`src/rtl/hbi_pkg.sv`:
```
package hbi_pkg;
  localparam int ADDR_W = 5;
  localparam int DATA_W = 16;
  localparam int BYTE_W = 8;
  localparam int LANES  = DATA_W / BYTE_W;
  localparam int RGN_W  = 2;

  typedef enum logic [RGN_W-1:0] {
    RGN_IMEM = 2'd0,
    RGN_CTRL = 2'd1,
    RGN_FIFO = 2'd2
  } region_e;

  typedef struct packed {
    logic              cs_n;
    logic              rd_n;
    logic              wr_n;
    logic              ale;
    logic              narrow;
    logic [ADDR_W-1:0] addr;
    logic [DATA_W-1:0] din;
  } pins_t;

  localparam pins_t PINS_IDLE = '{cs_n: 1'b1, rd_n: 1'b1, wr_n: 1'b1,
                                  ale: 1'b0, narrow: 1'b0,
                                  addr: '0, din: '0};

  function automatic region_e decode_region(input logic [ADDR_W-1:0] a,
                                            input int unsigned imem_words,
                                            input int unsigned fifo_addr);
    if (32'(a) == fifo_addr)      return RGN_FIFO;
    else if (32'(a) < imem_words) return RGN_IMEM;
    else                          return RGN_CTRL;
  endfunction
endpackage

```
`src/rtl/hbi_sync.sv`:
```
module hbi_sync #(
  parameter int W = 1,
  parameter int STAGES = 2,
  parameter logic [W-1:0] RST_VAL = '0
) (
  input  logic         clk,
  input  logic         rst_n,
  input  logic [W-1:0] d,
  output logic [W-1:0] q
);
  logic [STAGES-1:0][W-1:0] chain;

  always_ff @(posedge clk or negedge rst_n) begin
    if (!rst_n) begin
      for (int i = 0; i < STAGES; i++) chain[i] <= RST_VAL;
    end else begin
      chain[0] <= d;
      for (int i = 1; i < STAGES; i++) chain[i] <= chain[i-1];
    end
  end

  assign q = chain[STAGES-1];
endmodule

```
`src/rtl/hbi_addr_latch.sv`:
```
module hbi_addr_latch
  import hbi_pkg::*;
(
  input  logic              clk,
  input  logic              rst_n,
  input  logic              s_ale,
  input  logic              s_cs_n,
  input  logic [ADDR_W-1:0] s_addr,
  output logic [ADDR_W-1:0] lat_addr
);
  always_ff @(posedge clk or negedge rst_n) begin
    if (!rst_n)                 lat_addr <= '0;
    else if (s_ale && !s_cs_n)  lat_addr <= s_addr;
  end

  // outside the open window the held address never moves
  assert_addr_frozen_R4: assert property (@(posedge clk) disable iff (!rst_n)
    (!s_ale || s_cs_n) |=> $stable(lat_addr));
endmodule

```
`src/rtl/hbi_xfer_ctl.sv`:
```
module hbi_xfer_ctl
  import hbi_pkg::*;
#(
  parameter int unsigned IMEM_WORDS = 16,
  parameter int unsigned FIFO_ADDR  = 31
) (
  input  logic              clk,
  input  logic              rst_n,
  input  logic              s_cs_n,
  input  logic              s_rd_n,
  input  logic              s_wr_n,
  input  logic              s_narrow,
  input  logic [DATA_W-1:0] s_din,
  input  logic [ADDR_W-1:0] lat_addr,
  output logic              byte_hi,
  output logic              wr_valid,
  output logic [ADDR_W-1:0] wr_addr,
  output logic [RGN_W-1:0]  wr_region,
  output logic [DATA_W-1:0] wr_data,
  output logic              rd_done,
  output logic [RGN_W-1:0]  rd_done_region
);
  logic              pv_cs_n, pv_rd_n, pv_wr_n, pv_narrow;
  logic [DATA_W-1:0] pv_din;
  logic [BYTE_W-1:0] low_q, low_nx;
  logic              hi_nx;
  logic              wr_end, rd_end, xfer_end, word_done;
  logic [DATA_W-1:0] word_data;
  region_e           lat_rgn;

  always_comb begin
    wr_end    = !pv_wr_n && !pv_cs_n && s_wr_n;
    rd_end    = !wr_end && !pv_rd_n && !pv_cs_n && s_rd_n;
    xfer_end  = wr_end || rd_end;
    word_done = xfer_end && (!pv_narrow || byte_hi);

    hi_nx = byte_hi;
    if (xfer_end && pv_narrow) hi_nx = !byte_hi;
    if (s_cs_n)                hi_nx = 1'b0;

    low_nx = low_q;
    if (wr_end && pv_narrow && !byte_hi) low_nx = pv_din[BYTE_W-1:0];

    word_data = pv_narrow ? {pv_din[BYTE_W-1:0], low_q} : pv_din;
    lat_rgn   = decode_region(lat_addr, IMEM_WORDS, FIFO_ADDR);
  end

  always_ff @(posedge clk or negedge rst_n) begin
    if (!rst_n) begin
      pv_cs_n        <= 1'b1;
      pv_rd_n        <= 1'b1;
      pv_wr_n        <= 1'b1;
      pv_narrow      <= 1'b0;
      pv_din         <= '0;
      byte_hi        <= 1'b0;
      low_q          <= '0;
      wr_valid       <= 1'b0;
      wr_addr        <= '0;
      wr_region      <= RGN_IMEM;
      wr_data        <= '0;
      rd_done        <= 1'b0;
      rd_done_region <= RGN_IMEM;
    end else begin
      pv_cs_n   <= s_cs_n;
      pv_rd_n   <= s_rd_n;
      pv_wr_n   <= s_wr_n;
      pv_narrow <= s_narrow;
      pv_din    <= s_din;
      byte_hi   <= hi_nx;
      low_q     <= low_nx;
      wr_valid  <= wr_end && word_done;
      rd_done   <= rd_end && word_done;
      if (wr_end && word_done) begin
        wr_data   <= word_data;
        wr_addr   <= lat_addr;
        wr_region <= lat_rgn;
      end
      if (rd_end && word_done) rd_done_region <= lat_rgn;
    end
  end

  // a write beat lasts a single cycle
  assert_wr_single_R3: assert property (@(posedge clk) disable iff (!rst_n)
    wr_valid |=> !wr_valid);
  // read completion lasts a single cycle and never meets a write beat
  assert_rd_single_R9: assert property (@(posedge clk) disable iff (!rst_n)
    rd_done |=> !rd_done);
  assert_no_overlap_R9: assert property (@(posedge clk) disable iff (!rst_n)
    !(wr_valid && rd_done));
  // a sampled chip-select release parks the pointer on the low byte
  assert_ptr_park_R8: assert property (@(posedge clk) disable iff (!rst_n)
    s_cs_n |=> !byte_hi);
  // nothing completes out of a cycle in which chip select was high
  assert_cs_gate_R11: assert property (@(posedge clk) disable iff (!rst_n)
    pv_cs_n |=> !(wr_valid || rd_done));
endmodule

```
`src/rtl/hbi_read_steer.sv`:
```
module hbi_read_steer
  import hbi_pkg::*;
(
  input  logic              cs_n,
  input  logic              rd_n,
  input  logic              narrow,
  input  logic              byte_hi,
  input  logic [DATA_W-1:0] rd_data,
  output logic [DATA_W-1:0] dout,
  output logic [DATA_W-1:0] oe
);
  logic              drive;
  logic [BYTE_W-1:0] sel_byte;

  assign drive    = !cs_n && !rd_n;
  assign sel_byte = rd_data[(byte_hi ? BYTE_W : 0) +: BYTE_W];

  for (genvar g = 0; g < LANES; g++) begin : g_lane
    if (g == 0) begin : g_low
      assign oe[BYTE_W-1:0]   = drive ? '1 : '0;
      assign dout[BYTE_W-1:0] = !drive ? '0 :
                                (narrow ? sel_byte : rd_data[BYTE_W-1:0]);
    end else begin : g_up
      assign oe[g*BYTE_W +: BYTE_W]   = (drive && !narrow) ? '1 : '0;
      assign dout[g*BYTE_W +: BYTE_W] = (drive && !narrow) ?
                                        rd_data[g*BYTE_W +: BYTE_W] : '0;
    end
  end
endmodule

```
`src/rtl/hbi_host_port.sv`:
```
module hbi_host_port
  import hbi_pkg::*;
#(
  parameter int SYNC_STAGES = 2,
  parameter int unsigned IMEM_WORDS = 16,
  parameter int unsigned FIFO_ADDR  = 31
) (
  input  logic              clk,
  input  logic              rst_n,
  input  logic              hb_cs_n,
  input  logic              hb_rd_n,
  input  logic              hb_wr_n,
  input  logic              hb_ale,
  input  logic              hb_narrow,
  input  logic [ADDR_W-1:0] hb_addr,
  input  logic [DATA_W-1:0] hb_din,
  output logic [DATA_W-1:0] hb_dout,
  output logic [DATA_W-1:0] hb_oe,
  output logic [ADDR_W-1:0] acc_addr,
  output logic [RGN_W-1:0]  acc_region,
  input  logic [DATA_W-1:0] rd_data,
  output logic              rd_done,
  output logic [RGN_W-1:0]  rd_done_region,
  output logic              wr_valid,
  output logic [ADDR_W-1:0] wr_addr,
  output logic [RGN_W-1:0]  wr_region,
  output logic [DATA_W-1:0] wr_data
);
  localparam int PW = $bits(pins_t);

  pins_t          raw, cur;
  logic [PW-1:0]  cur_v;
  logic           byte_hi;

  assign raw = '{cs_n: hb_cs_n, rd_n: hb_rd_n, wr_n: hb_wr_n, ale: hb_ale,
                 narrow: hb_narrow, addr: hb_addr, din: hb_din};

  hbi_sync #(.W(PW), .STAGES(SYNC_STAGES), .RST_VAL(PINS_IDLE)) u_sync (
    .clk   (clk),
    .rst_n (rst_n),
    .d     (raw),
    .q     (cur_v)
  );
  assign cur = pins_t'(cur_v);

  hbi_addr_latch u_alat (
    .clk      (clk),
    .rst_n    (rst_n),
    .s_ale    (cur.ale),
    .s_cs_n   (cur.cs_n),
    .s_addr   (cur.addr),
    .lat_addr (acc_addr)
  );

  assign acc_region = decode_region(acc_addr, IMEM_WORDS, FIFO_ADDR);

  hbi_xfer_ctl #(.IMEM_WORDS(IMEM_WORDS), .FIFO_ADDR(FIFO_ADDR)) u_xfer (
    .clk            (clk),
    .rst_n          (rst_n),
    .s_cs_n         (cur.cs_n),
    .s_rd_n         (cur.rd_n),
    .s_wr_n         (cur.wr_n),
    .s_narrow       (cur.narrow),
    .s_din          (cur.din),
    .lat_addr       (acc_addr),
    .byte_hi        (byte_hi),
    .wr_valid       (wr_valid),
    .wr_addr        (wr_addr),
    .wr_region      (wr_region),
    .wr_data        (wr_data),
    .rd_done        (rd_done),
    .rd_done_region (rd_done_region)
  );

  hbi_read_steer u_steer (
    .cs_n    (hb_cs_n),
    .rd_n    (hb_rd_n),
    .narrow  (hb_narrow),
    .byte_hi (byte_hi),
    .rd_data (rd_data),
    .dout    (hb_dout),
    .oe      (hb_oe)
  );

  // pads are never driven outside a selected read
  assert_oe_gate_R2: assert property (@(posedge clk) disable iff (!rst_n)
    (hb_cs_n || hb_rd_n) |-> (hb_oe == '0 && hb_dout == '0));
  // the upper lane stays released in 8-bit mode
  assert_upper_hiz_R6: assert property (@(posedge clk) disable iff (!rst_n)
    hb_narrow |-> (hb_oe[DATA_W-1:BYTE_W] == '0));
  // a write beat into the FIFO slot carries the FIFO region code
  assert_fifo_region_R1: assert property (@(posedge clk) disable iff (!rst_n)
    (wr_valid && 32'(wr_addr) == FIFO_ADDR) |-> (wr_region == RGN_FIFO));
endmodule

```
`config.mk`:
```
export PLATFORM = sky130hd
export DESIGN_NAME = hbi_host_port
export DESIGN_NICKNAME = d
export VERILOG_FILES = /design/src/rtl/hbi_pkg.sv /design/src/rtl/hbi_sync.sv /design/src/rtl/hbi_addr_latch.sv /design/src/rtl/hbi_xfer_ctl.sv /design/src/rtl/hbi_read_steer.sv /design/src/rtl/hbi_host_port.sv
export SDC_FILE = /design/constraint.sdc
export NUM_CORES = 1
export LEC_CHECK = 0
export ABC_AREA = 1
export BUFFER_PORTS_ARGS = -buffer_cell sky130_fd_sc_hd__buf_2
export CAP_MARGIN = 15
export CORE_UTILIZATION = 45
export CTS_BUF_LIST = sky130_fd_sc_hd__clkbuf_16
export CTS_CLUSTER_DIAMETER = 80
export DETAILED_ROUTE_END_ITERATION = 10
export HOLD_SLACK_MARGIN = 0.05
export PLACE_DENSITY = 0.73
export SLEW_MARGIN = 20
export SYNTH_ARGS = -nofsm -noshare
export SYNTH_HDL_FRONTEND = slang
export SYNTH_SLANG_ARGS = --single-unit
```
`constraint.sdc`:
```
create_clock -name clk -period 3.2 [get_ports clk]
set_clock_uncertainty 0.15 [all_clocks]
set_input_delay 0.64 -clock clk [delete_from_list [all_inputs] [get_ports clk]]
set_output_delay 0.64 -clock clk [all_outputs]
set_load 0.03 [all_outputs]
```
==> metrics.md <==
| Metric | Value |
|---|---|
| Status | `finished clean` |
| Vias in the first global route | `2532` |
| Setup bufs post-CTS | `0` |
| Peak supply drop | `0.353 mV` |
| Final Wtd Congestion | `0.855` |
| NetSw | `1090 uW` |
| Synth unique cells | `21` |
| Initial DRC count | `92` |
| Starting Density | `46.8%` |
| Internal reg-to-reg setup slack | `1.17 ns` |
| Top Layer Used | `met4` |
| CTS tree | `yes` |
| GR Util All Layers | `16.9%` |
| Most common cell after layout, fill and taps aside | `buf_2` |
| Routed len/inst | `12.2 um` |
| Crit path largest cell delay | `0.21 ns` |
| CTS Hold Bufs | `0` |
| I/O pin cnt | `110` |
| Largest net degree at the start of global routing | `70` |
| CTS root buf | `clkbuf_16` |
| WS Path Type | `in2out` |
| Final-report setup violation count | `0` |
| Reg-to-Reg End | `u_xfer.wr_addr[1]` |
| Mux contribution to synthesized area | `0%` |
| RSZ-0062 raised after global routing | `no` |
| First-pass GRT wire length | `11200 um` |
| Die area | `9010 um^2` |
| Max cap viols | `0` |
| Synthesized area | `3890 um^2` |
| Family with the most delay on the worst path | `buffers and inverters` |
| H-Tree Depth | `4` |
| Compound-gate portion of the synthesized area | `7.02%` |
| Ant. Diodes | `0` |
| Worst Path Arrival | `1.84 ns` |
| Finished Layout Cells | `566` |
| Net Sw Frac | `26.9%` |
| Sequential share of power | `40.8%` |
| Count of port buffers added during placement | `109` |
| Clock power share | `46.6%` |
| Final hold viol count | `0` |
| Post-Route WL | `6930 um` |
| PD cells | `805 nW/um^2` |
| Static leakage | `0.00268 uW` |
| R2r startpoint | `u_xfer.pv_narrow` |
| Vias/cell | `4.48` |
| F_max | `380 MHz` |
| Slew headroom | `62.4%` |
| Final nets | `492` |
| Setup TNS | `0 ns` |
| DRC viols | `0` |
| WL met3 | `385 um` |
| Slew Limit Fails | `0` |
| M1 WL | `3020 um` |
| #FFs+latches synth | `113` |
| Synth Warn # | `0` |
| Final period util | `82.1%` |
| Critical path data required time | `2.41 ns` |
| Metal2 WL | `3470 um` |
| Reg clk slew, reported paths | `0.06 ns` |
| Final core occ | `60.6%` |
| Sink Count | `113` |
| Measured slew at the worst slew-check pin | `0.564 ns` |
| Critical path fanouts, max | `17` |
| Filler Cell Count | `643` |
| CP max-delay cell | `nor2_2` |
| Synth Net Count | `386` |
| Most frequent cells in the layout | `108 x buf_2, 104 x dfrtp_1, 96 x nand2_1` |
| HP Class | `in2async` |
| # rows | `33` |
| DR vias | `2534` |
| HPWL Detailed | `4710 um` |
| Post-cts sizing count | `0` |
| Die X | `94.9 um` |
| Core box area | `8300 um^2` |
| CP endpoint kind | `output pin` |
| Largest family of logic cells by synthesized area | `simple AND/OR/NAND/NOR gates` |
| Simple-Gate Fraction of Synth Area | `12.5%` |
| Comb power frac | `12.7%` |
| Pre-antenna DRT Iters | `5` |
| Antenna violations before repair | `0` |
| CP Buf/Inv Count | `5` |
| Num CTS Buffers | `17` |
| Maximum clock insertion buffer count | `2` |
| CP startpoint kind | `primary input` |
| Synth Area in XOR/XNOR | `0%` |
| Synth Area in Adders | `0%` |
| Placed cell count | `534` |
| CP Cell Sequence | `buf_2 > nor2_2 > buf_4 > inv_1 > nor2_2 > inv_1 > nor2_1 > buf_2` |
| Syn avg cell area | `11.4 um^2` |
| WHS | `0.0887 ns` |
| R2R depth | `6` |
| Internal power | `2960 uW` |
| Share of layout cells above drive strength 1 | `35.6%` |
| Post-synthesis instance total | `342` |
| GRT overflow | `0` |
| Sequential area share after synthesis | `73.0%` |
| Post-route ant nets | `0` |
| Clock Latency Late Sink | `0.39 ns` |
| Tmin final | `2.63 ns` |
| Area growth syn-to-layout | `29.4%` |
| Die Y-Extent | `94.9 um` |
[kinds of logic (layout without fill, tap and decap cells)]
group | count (synthesis) | after routing
and+or+nand+nor | 122 | 122
DFF | 113 | 113
buffers and inverters | 54 | 173
AOI/OAI and AO/OA | 53 | 53
[through the flow]
step	instance area, um^2	total power (uW)	worst slack, ns
floorplan	3890	2010	0.240
global placement	4420	2170	0.653
detailed placement	4420	2190	0.586
CTS	5030	4090	0.576
global route	5030	4220	0.413
finish	5030	4050	0.571
[Yosys cell counts (all sizes together)]
| library cell | count | area [um^2] |
|---|---|---|
| nor3 | 1 | 5.00 |
| nand4 | 1 | 6.26 |
| a21oi | 13 | 65.1 |
| dfstp | 9 | 236 |
| inv | 30 | 113 |
| buf | 24 | 179 |
| nand3 | 2 | 15.0 |
| o21ai | 40 | 208 |
| nand2 | 97 | 367 |
| nor2 | 21 | 91.3 |
| dfrtp | 104 | 2600 |
[sequential cells by signal, indices dropped and copies added (netlist names)]
register and cells:
u_xfer.wr_addr 5, u_xfer.rd_done_region 2, u_xfer.wr_region 2, u_xfer.low_q 8, u_xfer.wr_data 16, u_xfer.wr_valid 1, u_xfer.pv_narrow 1, u_xfer.pv_din 16
u_sync.chain 26, u_sync.q 26, u_xfer.pv_wr_n 1, u_alat.lat_addr 5, u_xfer.byte_hi 1, u_xfer.rd_done 1, u_xfer.pv_rd_n 1, u_xfer.pv_cs_n 1
[how the worst max path moves through the flow]
| stage | start | slack [ns] | cells past startpoint | end |
|---|---|---|---|---|
| after floorplan | hb_rd_n | 0.24 | 5 | hb_dout[10] |
| after global placement | hb_rd_n | 0.65 | 8 | hb_dout[8] |
| after detailed placement | hb_rd_n | 0.59 | 8 | hb_dout[14] |
| after CTS | hb_rd_n | 0.58 | 8 | hb_dout[14] |
| after global routing | hb_rd_n | 0.41 | 8 | hb_dout[13] |
| final | hb_rd_n | 0.57 | 8 | hb_dout[14] |
[worst register-to-register path, stage by stage, from the launching register on]
cell and delay (ns):
dfrtp_1 0.58, nand2_1 0.20, inv_2 0.07, nor2_4 0.38
inv_2 0.31, nand2_1 0.12, o21ai_0 0.09
[power groups by stage]
stage	registers, uW	clock network [uW]	logic (uW)
finish	1650	1880	513
global route	1670	1990	562
CTS	1650	1920	520
detailed placement	1670	0	517
global placement	1670	0	505
floorplan	1820	0	190
[routing by layer]
metal	up-vias	track usage, %
li1	1261	-
met4	0	7.20
met2	89	27.4
met1	1180	20.2
met5	-	0
met3	4	6.52
[area by class of cell]
| cell class | instances | area, um^2 | area share [%] |
|---|---|---|---|
| clock inverters | 15 | 185 | 3.68 |
| multi-input cells | 175 | 759 | 15.1 |
| clock buffers | 17 | 425 | 8.46 |
| flip-flops and latches | 113 | 2840 | 56.5 |
| well taps | 105 | 131 | 2.61 |
| inverters | 30 | 113 | 2.24 |
| repair buffers | 111 | 576 | 11.4 |
No activity file was read; power rests on OpenSTA's default activity.
